## src/rtl/otp_pkg.sv

```systemverilog
package otp_pkg;
  typedef enum logic [2:0] {
    M_STANDBY,
    M_OUT_DIS,
    M_READ,
    M_IDENT,
    M_PROGRAM,
    M_VERIFY,
    M_INHIBIT
  } otp_mode_e;
endpackage

```

## src/rtl/otp_mode_decode.sv

```systemverilog
module otp_mode_decode #(
  parameter int ADDR_W = 5
) (
  input  logic                   ce_ni,
  input  logic                   oe_ni,
  input  logic                   vpp_hi_i,
  input  logic                   a9_vh_i,
  input  logic [ADDR_W-2:0]      upper_addr_i,
  output otp_pkg::otp_mode_e     mode_o
);
  import otp_pkg::*;

  always_comb begin
    if (vpp_hi_i) begin
      if (ce_ni)      mode_o = M_INHIBIT;
      else if (oe_ni) mode_o = M_PROGRAM;
      else            mode_o = M_VERIFY;
    end else begin
      if (ce_ni)      mode_o = M_STANDBY;
      else if (oe_ni) mode_o = M_OUT_DIS;
      else if (a9_vh_i && (upper_addr_i == '0)) mode_o = M_IDENT;
      else            mode_o = M_READ;
    end
  end
endmodule

```

## src/rtl/otp_cell_array.sv

```systemverilog
module otp_cell_array #(
  parameter int ADDR_W = 5,
  parameter int DATA_W = 8,
  localparam int DEPTH = 1 << ADDR_W
) (
  input  logic              clk_i,
  input  logic              rst_ni,
  input  logic              ce_ni,
  input  logic              prog_i,
  input  logic [ADDR_W-1:0] addr_i,
  input  logic [DATA_W-1:0] wdata_i,
  output logic [DATA_W-1:0] rdata_o
);
  logic [DATA_W-1:0] cells_q [DEPTH];
  logic              armed_q;
  logic              wr_fire;

  assign wr_fire = prog_i && armed_q;
  assign rdata_o = cells_q[addr_i];

  // one write per select-low pulse; re-armed once select is seen high
  always_ff @(posedge clk_i or negedge rst_ni) begin
    if (!rst_ni)       armed_q <= 1'b1;
    else if (ce_ni)    armed_q <= 1'b1;
    else if (wr_fire)  armed_q <= 1'b0;
  end

  always_ff @(posedge clk_i or negedge rst_ni) begin
    if (!rst_ni) begin
      for (int i = 0; i < DEPTH; i++) cells_q[i] <= '1;
    end else if (wr_fire) begin
      cells_q[addr_i] <= cells_q[addr_i] & wdata_i;
    end
  end

  assert_single_write_R7: assert property (@(posedge clk_i) disable iff (!rst_ni)
    wr_fire |=> !wr_fire);
endmodule

```

## src/rtl/otp_id_rom.sv

```systemverilog
module otp_id_rom #(
  parameter int             DATA_W   = 8,
  parameter logic [DATA_W-1:0] MFR_CODE = 8'hC2,
  parameter logic [DATA_W-1:0] DEV_CODE = 8'hC0
) (
  input  logic              sel_i,
  output logic [DATA_W-1:0] id_o
);
  assign id_o = sel_i ? DEV_CODE : MFR_CODE;
endmodule

```

## src/rtl/otp_mode_ctrl.sv

```systemverilog
module otp_mode_ctrl #(
  parameter int ADDR_W = 5,
  parameter int DATA_W = 8,
  parameter logic [DATA_W-1:0] MFR_CODE = 8'hC2,
  parameter logic [DATA_W-1:0] DEV_CODE = 8'hC0
) (
  input  logic              clk_i,
  input  logic              rst_ni,
  input  logic [ADDR_W-1:0] addr_i,
  input  logic              ce_ni,
  input  logic              oe_ni,
  input  logic              vpp_hi_i,
  input  logic              a9_vh_i,
  input  logic [DATA_W-1:0] data_i,
  output logic [DATA_W-1:0] data_o,
  output logic              data_oe_o,
  output logic              standby_o
);
  import otp_pkg::*;

  otp_mode_e         mode;
  logic [DATA_W-1:0] cell_rd;
  logic [DATA_W-1:0] id_byte;

  otp_mode_decode #(.ADDR_W(ADDR_W)) u_decode (
    .ce_ni       (ce_ni),
    .oe_ni       (oe_ni),
    .vpp_hi_i    (vpp_hi_i),
    .a9_vh_i     (a9_vh_i),
    .upper_addr_i(addr_i[ADDR_W-1:1]),
    .mode_o      (mode)
  );

  otp_cell_array #(.ADDR_W(ADDR_W), .DATA_W(DATA_W)) u_array (
    .clk_i  (clk_i),
    .rst_ni (rst_ni),
    .ce_ni  (ce_ni),
    .prog_i (mode == M_PROGRAM),
    .addr_i (addr_i),
    .wdata_i(data_i),
    .rdata_o(cell_rd)
  );

  otp_id_rom #(.DATA_W(DATA_W), .MFR_CODE(MFR_CODE), .DEV_CODE(DEV_CODE)) u_id (
    .sel_i(addr_i[0]),
    .id_o (id_byte)
  );

  always_comb begin
    data_oe_o = (mode == M_READ) || (mode == M_VERIFY) || (mode == M_IDENT);
    if (!data_oe_o)          data_o = '0;
    else if (mode == M_IDENT) data_o = id_byte;
    else                     data_o = cell_rd;
  end

  assign standby_o = ce_ni;

  assert_drive_gated_R2: assert property (@(posedge clk_i) disable iff (!rst_ni)
    data_oe_o |-> (!ce_ni && !oe_ni));
  assert_disable_float_R3: assert property (@(posedge clk_i) disable iff (!rst_ni)
    (!ce_ni && oe_ni) |-> !data_oe_o);
  assert_standby_float_R4: assert property (@(posedge clk_i) disable iff (!rst_ni)
    ce_ni |-> (!data_oe_o && standby_o));
  assert_bits_clear_R1: assert property (@(posedge clk_i) disable iff (!rst_ni)
    (mode == M_VERIFY && $past(mode == M_VERIFY) && $stable(addr_i))
      |-> ((data_o & ~$past(data_o)) == '0));
  assert_ident_mfr_R8: assert property (@(posedge clk_i) disable iff (!rst_ni)
    (!vpp_hi_i && a9_vh_i && !ce_ni && !oe_ni && addr_i == '0) |-> (data_o == MFR_CODE));
endmodule

```

## config.mk

```make
export PLATFORM = sky130hd
export DESIGN_NAME = otp_mode_ctrl
export DESIGN_NICKNAME = d
export VERILOG_FILES = /design/src/rtl/otp_pkg.sv /design/src/rtl/otp_mode_decode.sv /design/src/rtl/otp_cell_array.sv /design/src/rtl/otp_id_rom.sv /design/src/rtl/otp_mode_ctrl.sv
export SDC_FILE = /design/constraint.sdc
export NUM_CORES = 1
export LEC_CHECK = 0
export ABC_AREA = 1
export BUFFER_PORTS_ARGS = -buffer_cell sky130_fd_sc_hd__clkbuf_2
export CORE_ASPECT_RATIO = 0.9
export CORE_MARGIN = 2
export CORE_UTILIZATION = 49
export CTS_CLUSTER_DIAMETER = 40
export DETAILED_ROUTE_END_ITERATION = 16
export HOLD_SLACK_MARGIN = 0.02
export PLACE_DENSITY_LB_ADDON = 0.2
export SLEW_MARGIN = 10
export SYNTH_ARGS = -nofsm -noshare
export SYNTH_HDL_FRONTEND = slang
export SYNTH_SLANG_ARGS = --single-unit
```

## constraint.sdc

```tcl
create_clock -name clk_i -period 2.4 [get_ports clk_i]
set_input_delay 0.12 -clock clk_i [delete_from_list [all_inputs] [get_ports clk_i]]
set_output_delay 0.12 -clock clk_i [all_outputs]
set_load 0.05 [all_outputs]
```

==> out/results.txt, run 1 <==
Status - finished, final reports clean
Setup Skew - 0.0211 ns
Startpoint class of the critical path - flop
Static Leak - 7.92 nW
Register bit count reported by yosys - 257
Netlist Area Pre-Place - 13,800 sq um
Syn Inst Count - 1,930
Slew @ Worst Pin - 1.02 ns
Die Span X - 181 um
FMAX - 0.435 GHz
H-tree depth - 2
Total congestion overflow - 0
Fin. max-slew vios - 0
DRC viols - 0
Synth top cells by count - 1,191 x nand2_1, 259 x nand3_1, 257 x dfstp_2
HP Class - input port to flop
Yosys warning count - 0
Post-Synth Adder-Cell Area - 0%
Rows - 58
Clock transition at the registers of the reported paths - 0.05 ns
VDD IR max - 0.534 mV
DP Cell Count - 2,267
Clk_lat worst skew - 0.52 ns
GRT Resource Usage Total - 30.3%
Multi-input logic area - 6410 sq um
PnR Total Power - 10.5 mW
Post-synth top area share - 48.8%
Tmin final - 2.30 ns
Post-synth EDFFs - 0
CP arrival - 2.18 ns
Most numerous cell in the Yosys netlist - nand2_1
Num CTS Buffers - 39
Gpl congestion - 0.931
Yosys cell types - 19
PD cells - 660 nW/um^2
Mux cell area share after synthesis - 0%
Cell taking the most area after synthesis - dfstp_2
Crit path capture type - primary output
Initial Utilization - 49.7%
Die Y - 163 um
Post-synth top flop - dfstp_2
Maximum buffer depth of the clock tree - 3
Post-Synth XOR/XNOR Area - 0%
Cells on Worst Hold Path - 4
Net Count, Synth - 1,949
Nets@finish - 1,973
Layout cells sized above 1 - 24.9%
Final period util - 95.8%
Simple-gate share of the synthesized area - 45.9%
FF/Latch Area - 6750 sq um
WL final - 44,100 um
Reg2reg path depth - 7
Slew headroom - 32.3%
Vias - 13,100
Ys async rst share - 100%
Final hold viol count - 0
Area grow syn2layout - 15.3%
CTS sink count - 257
Synth top area cells - dfstp_2 49%, nand2_1 32%, nand3_1 9.4%
Vias per inst - 5.57
Boundary pin count - 29
WP data required - 2.28 ns
Clock root cell - clkbuf_16
Hold_ws - 0.188 ns
1st-iter DRT viols - 1,551
Core Region - 27,900 sq um
Critical path class - flop to primary output
CTS tree - yes
Port Buffers - 28
Largest net degree at the start of global routing - 72
Compound-cell area share of the yosys netlist - 0.362%
Filler cells - 2,560
Max Cap Viol - 0
ANT cells - 0
Setup violators final - 0
Number of global-route vias before repair - 12,700
Mapped Avg Cell Area - 7.17 sq um
Dpl cell area - 14,600 sq um
Routed len/inst - 18.8 um
Seq/Total Area, Yosys - 48.8%
Core Util, Final - 57.2%
First-pass GRT wire length - 70,300 um
RSZ-0062 raised after global routing - no
Layout Cells excl Fill - 2,344
TritonRoute pass-1 iters - 6
Routed Antenna Nets - 0
Largest family of logic cells by synthesized area - simple AND/OR/NAND/NOR gates
Crit path max fanout - 2
Cell area after layout - 15,900 sq um
Die area - 29,600 sq um
Antenna violations before repair - 0
Hpwl dp - 27,500 um
final timing paths:
check,startpoint,to,slack (ns)
min in group asynchronous,rst_ni,u_array.cells_q[46],0.50
hold reg to reg,u_array.cells_q[242],u_array.cells_q[242],0.47
setup reg to reg,u_array.armed_q,u_array.cells_q[254],0.25
max in group asynchronous,rst_ni,u_array.cells_q[148],1.40
hold / removal,data_i[1],u_array.cells_q[249],0.19
setup / recovery,u_array.cells_q[133],data_o[5],0.10
state kept, by name, summed over array words and instances, names as in the netlist:
| signal | flops |
|---|---|
| u_array.cells_q | 256 |
| u_array.armed_q | 1 |
cell usage in the layout (no fill, tap or decap), drive strengths merged:
| cell type | netlist | final |
|---|---|---|
| inv | 51 | 60 |
| dlygate4sd3 | 0 | 3 |
| nor2 | 53 | 53 |
| dfstp | 257 | 257 |
| nand2 | 1199 | 1199 |
| buf | 76 | 53 |
| bufinv | 0 | 2 |
| o21ai | 1 | 1 |
| nand3 | 263 | 263 |
| a21boi | 6 | 6 |
| clkinvlp | 0 | 8 |
| clkbuf | 17 | 67 |
| clkinv | 0 | 5 |
| nand4 | 1 | 1 |
| nor3 | 6 | 6 |
what timing repair did:
action	4_1_cts	5_1_grt
hold buffers	3	0
endpoints found under the hold margin	69	0
gates resized for setup	1	9
setup endpoints to repair	1	4
buffers inserted	0	3
pin swaps	0	1
kinds of logic after synthesis:
family,after synthesis
AND/OR/NAND/NOR,1522
flip-flops,257
buffers and inverters,144
AO/OA/AOI/OAI,7
routing by layer:
metal | vias up | part of all wire, % | global-route usage, %
li1 | 6051 | - | -
met1 | 6237 | 43 | 42.3
met2 | 649 | 45 | 46.6
met3 | 116 | 9.0 | 6.11
met4 | 0 | 3.3 | 11.6
met5 | - | 0 | 0
critical path: stages, from the launching register on:
cell	delay, ns
dfstp_2	0.53
nand2_1	0.05
nand2_1	0.10
nand2_1	0.05
nand2_1	0.08
nand2_1	0.09
nand2_1	0.16
nor2_1	0.09
a21boi_0	0.20
buf_4	0.18
buf_12	0.13
stage by stage:
step / setup TNS (ns) / worst slack, ns
final: 0 / 0.101
after global routing: 0 / 0.0113
after detailed placement: 0 / 0.270
after global placement: 0 / 0.236
after floorplan: -0.984 / -0.197
after CTS: 0 / 0.0381
layout make-up:
class	instances	share of cell area, %
sequential	257	42.3
inverter	51	1.23
tap	360	2.82
clock inverter	24	1.44
timing repair buffer	76	5.20
clock buffer	47	6.76
multi-input combinational	1529	40.2
power breakdown:
group          internal [mW]  switching (mW)  leakage, nW
Clock                   3.48            2.21        0.622
Sequential              4.36        0.000864         2.65
Combinational         0.0834           0.399         4.65
Power figures use the tool's default switching activity.
==> inputs of run 2 (changes only) <==
--- a/config.mk
+++ b/config.mk
@@ -7,12 +7,15 @@
 export LEC_CHECK = 0
 export ABC_AREA = 1
 export BUFFER_PORTS_ARGS = -buffer_cell sky130_fd_sc_hd__clkbuf_2
+export CELL_PAD_IN_SITES_DETAIL_PLACEMENT = 1
+export CELL_PAD_IN_SITES_GLOBAL_PLACEMENT = 2
 export CORE_ASPECT_RATIO = 0.9
 export CORE_MARGIN = 2
-export CORE_UTILIZATION = 49
+export CORE_UTILIZATION = 40
 export CTS_CLUSTER_DIAMETER = 40
 export DETAILED_ROUTE_END_ITERATION = 16
 export HOLD_SLACK_MARGIN = 0.02
+export MAX_ROUTING_LAYER = met4
 export PLACE_DENSITY_LB_ADDON = 0.2
 export SLEW_MARGIN = 10
 export SYNTH_ARGS = -nofsm -noshare
==> out/results.txt, run 2 (synthesis results as in run 1) <==
TritonRoute pass-1 iters - 5
Final WS setup - 0.0998 ns
Flop-to-flop setup slack - 0.31 ns
Fin. max-slew vios - 0
Critical path class - flop to primary output
Vias - 13,000
Crit path max fanout - 2
Startpoint class of the critical path - flop
Largest register by flop count - u_array.cells_q
Routed len/inst - 20.7 um
Biggest regs - u_array.cells_q: 256 flops, u_array.armed_q: 1 flops
Hold wc startpoint - data_i[3]
Cells on Worst Hold Path - 4
Total congestion overflow - 0
Num CTS Buffers - 47
Max reg flops - 256
H-tree depth - 2
Antenna violations before repair - 1
Dpl ws - 0.264 ns
Commonest non-fill, non-tap cell in the layout - nand2_1
Setup Skew - 0.0222 ns
Routed Antenna Nets - 0
WP data required - 2.28 ns
PD cells - 726 nW/um^2
CTS sink count - 257
Die area - 36,100 sq um
Crit path capture type - primary output
FMAX - 0.435 GHz
Slew @ Worst Pin - 1.17 ns
Most frequent cells in the layout - 1,189 x nand2_1, 259 x nand3_1, 257 x dfstp_2
Die Span X - 200 um
Layout cells sized above 1 - 25.3%
CTS tree - yes
Setup violators final - 0
Boundary pin count - 29
Clock root cell - clkbuf_16
WL final - 50,900 um
WHS Endpoint - u_array.cells_q[243]
Core Region - 34,000 sq um
Static Leak - 8.07 nW
Vias per inst - 5.29
Slew headroom - 21.8%
Status - finished, final reports clean
Die Y - 180 um
Final hold viol count - 0
Hpwl dp - 31,400 um
Reg-to-reg endpoint - u_array.cells_q[98]
1st-iter DRT viols - 945
Nets@finish - 1,980
HP Class - input port to flop
CP arrival - 2.18 ns
Tmin final - 2.30 ns
Port Buffers - 28
Clk_lat worst skew - 0.56 ns
GRT Resource Usage Total - 30.0%
Gpl congestion - 0.814
Final period util - 95.8%
Clock transition at the registers of the reported paths - 0.05 ns
Largest net degree at the start of global routing - 86
Area grow syn2layout - 18.3%
PnR Total Power - 11.9 mW
Number of global-route vias before repair - 13,600
First-pass GRT wire length - 80,600 um
RSZ-0062 raised after global routing - no
RR Startpoint - u_array.armed_q
Initial Utilization - 40.7%
Reg2reg path depth - 7
Max Cap Viol - 0
DRC viols - 0
VDD IR max - 0.559 mV
Maximum buffer depth of the clock tree - 3
Rows - 64
run 2: cell count changes in the layout (fill, tap and decap cells not counted), moves of 2 or more:
cell	delta
bufinv_16	+5
a21boi_0	-3
inv_6	-6
a21boi_1	+4
clkbuf_8	+5
clkbuf_16	+7
clkinv_2	+2
buf_12	-5
clkbuf_1	+3
buf_4	+5
run 2: area by class of cell:
cell class / count / area [sq um]
antenna: 1 / 2.50
tap: 462 / 578
clock buffer: 61 / 1320
timing repair buffer: 75 / 764
clock inverter: 25 / 343
multi-input combinational: 1529 / 6410
inverter: 51 / 196
fill: 4272 / 17700
sequential: 257 / 6750
run 2: worst max path at each step:
stage,to,cells past startpoint,startpoint,slack [ns]
6_report,data_o[3],10,u_array.cells_q[99],0.1
5_1_grt,data_o[7],11,u_array.cells_q[223],0.02
3_3_place_gp,data_o[0],9,addr_i[1],0.31
3_5_place_dp,u_array.cells_q[200],9,addr_i[0],0.26
4_1_cts,data_o[6],11,u_array.cells_q[102],0.002
2_1_floorplan,data_o[0],3,oe_ni,-0.20
run 2: worst max-delay path, stage by stage, from the launching register on:
cell	delay, ns
dfstp_2	0.52
nand2_1	0.05
nand2_1	0.08
nand2_1	0.08
nand2_1	0.14
nand2_1	0.07
nand2_1	0.12
nor2_1	0.11
a21boi_1	0.16
buf_4	0.15
buf_12	0.13
run 2: per-layer routing:
layer / up-vias / share of wire [%] / GRT usage, %
li1: 6070 / - / -
met1: 6579 / 47 / 42.5
met2: 295 / 46 / 45.5
met3: 80 / 5.2 / 4.40
met4: 0 / 1.8 / 6.40
met5: - / 0 / -
run 2: power breakdown:
| group | switching, mW | internal [mW] | leakage, nW |
|---|---|---|---|
| combinational | 0.421 | 0.0855 | 4.63 |
| clock | 2.39 | 4.63 | 0.793 |
| sequential | 0.000548 | 4.36 | 2.65 |
| total | 2.81 | 9.08 | 8.07 |
run 2: stage by stage:
step | util, % | setup TNS [ns] | hold WS (ns) | cell area (sq um) | cells
2_1_floorplan | - | -0.984 | -0.0278 | 13800 | 1930
3_3_place_gp | 43.0 | 0 | 0.378 | 14600 | 2370
3_5_place_dp | 43.0 | 0 | 0.390 | 14600 | 2370
4_1_cts | 48.0 | 0 | 0.128 | 16300 | 2459
5_1_grt | 48.1 | 0 | 0.146 | 16400 | 2461
6_report | 48.1 | 0 | 0.148 | 16400 | 2461
run 2: what timing repair did:
item                       CTS  global route
setup buffers                0             1
pin swaps                    1             0
hold buffers                 3             0
hold endpoints to repair    30             0
resized for setup            2            12
setup endpoints to repair    1             8
==> inputs of run 3 (changes only) <==
--- a/config.mk
+++ b/config.mk
@@ -12,6 +12,7 @@
 export CORE_ASPECT_RATIO = 0.9
 export CORE_MARGIN = 2
 export CORE_UTILIZATION = 40
+export CTS_BUF_LIST = sky130_fd_sc_hd__clkbuf_16
 export CTS_CLUSTER_DIAMETER = 40
 export DETAILED_ROUTE_END_ITERATION = 16
 export HOLD_SLACK_MARGIN = 0.02
==> out/results.txt, run 3 (synthesis results as in run 1) <==
RSZ-0062 raised after global routing - no
Commonest non-fill, non-tap cell in the layout - nand2_1
Max Cap Viol - 0
PnR Total Power - 11.6 mW
Area grow syn2layout - 17.7%
Slew headroom - 22.8%
Fin Setup TNS - 0 ns
Hpwl dp - 31,400 um
Number of global-route vias before repair - 13,600
Die Y - 180 um
GRT Resource Usage Total - 29.9%
Core Region - 34,000 sq um
Static Leak - 8.06 nW
VDD IR max - 0.498 mV
1st-iter DRT viols - 982
CTS sink count - 257
HP Class - input port to flop
H-tree depth - 2
WP data required - 2.28 ns
Boundary pin count - 29
Most frequent cells in the layout - 1,190 x nand2_1, 259 x nand3_1, 257 x dfstp_2
Max reg flops - 256
Routed len/inst - 20.7 um
DRC viols - 0
Nets@finish - 1,980
First-pass GRT wire length - 80,500 um
Routed Antenna Nets - 0
Rows - 64
Final hold viol count - 0
Total congestion overflow - 0
TritonRoute pass-1 iters - 5
Startpoint class of the critical path - flop
Final period util - 96.0%
Hold_ws - 0.146 ns
Initial Utilization - 40.7%
FMAX - 0.434 GHz
Clock root cell - clkbuf_16
CP arrival - 2.18 ns
Vias - 13,000
Die Span X - 200 um
Tmin final - 2.30 ns
Status - finished, final reports clean
Final WS setup - 0.0961 ns
Maximum buffer depth of the clock tree - 3
Num CTS Buffers - 47
Setup violators final - 0
Clk_lat worst skew - 0.56 ns
PD cells - 714 nW/um^2
Setup Skew - 0.0177 ns
Crit path max fanout - 2
Fin. max-slew vios - 0
Largest register by flop count - u_array.cells_q
Crit path capture type - primary output
Largest net degree at the start of global routing - 86
Port Buffers - 28
Critical path class - flop to primary output
CTS tree - yes
WL final - 50,900 um
Dpl ws - 0.264 ns
Clock transition at the registers of the reported paths - 0.05 ns
Die area - 36,100 sq um
Slew @ Worst Pin - 1.16 ns
Biggest regs - u_array.cells_q: 256 flops, u_array.armed_q: 1 flops
Gpl congestion - 0.814
Antenna violations before repair - 1
Layout cells sized above 1 - 24.9%
Vias per inst - 5.28
Flop-to-flop setup slack - 0.31 ns
run 3: layout make-up:
cell class / count / area (sq um)
diodes: 1 / 2.50
clock buffers: 48 / 1200
clock inverters: 38 / 392
fillers: 4282 / 17700
inverters: 51 / 196
multi-input cells: 1529 / 6410
flip-flops and latches: 257 / 6750
well taps: 462 / 578
repair buffers: 75 / 764
run 3: metal layers:
layer | global-route usage, % | wire length (um) | vias to the layer above
met5 | - | 0 | -
met4 | 5.90 | 835 | 0
met3 | 4.30 | 2540 | 74
met2 | 45.8 | 23300 | 283
met1 | 42.5 | 24200 | 6563
li1 | - | - | 6070
run 3: critical path, cell delays in order (launching register included):
cell and delay [ns]:
dfstp_2 0.52, nand2_1 0.05, nand2_1 0.08, nand2_1 0.08, nand2_1 0.14, nand2_1 0.07, nand2_1 0.13, nor2_1 0.11
a21boi_1 0.16, buf_4 0.15, buf_12 0.13
run 3: what timing repair did:
action,CTS,global route
endpoints found under the hold margin,30,0
gates cloned,0,0
pin swaps,1,0
endpoints found under the setup margin,1,8
hold buffers,3,0
gates resized for setup,2,11
buffers inserted,0,1
run 3: through the flow:
step	area (sq um)	instances	utilization, %
floorplan	13800	1930	-
global placement	14600	2370	43.0
detailed placement	14600	2370	43.0
CTS	16300	2459	47.8
global route	16300	2461	47.9
finish	16300	2461	47.9
run 3: final timing paths:
kind,startpoint,endpoint,depth (start not counted)
min,data_i[3],u_array.cells_q[243],4
min in group asynchronous,rst_ni,u_array.cells_q[100],2
min reg2reg,u_array.cells_q[229],u_array.cells_q[229],2
max reg2reg,u_array.armed_q,u_array.cells_q[98],7
max,u_array.cells_q[99],data_o[3],10
max in group asynchronous,rst_ni,u_array.armed_q,3
run 3: where the power goes:
group          switching, mW  internal (mW)
logic                  0.420         0.0855
registers           0.000548           4.36
clock network           2.38           4.37
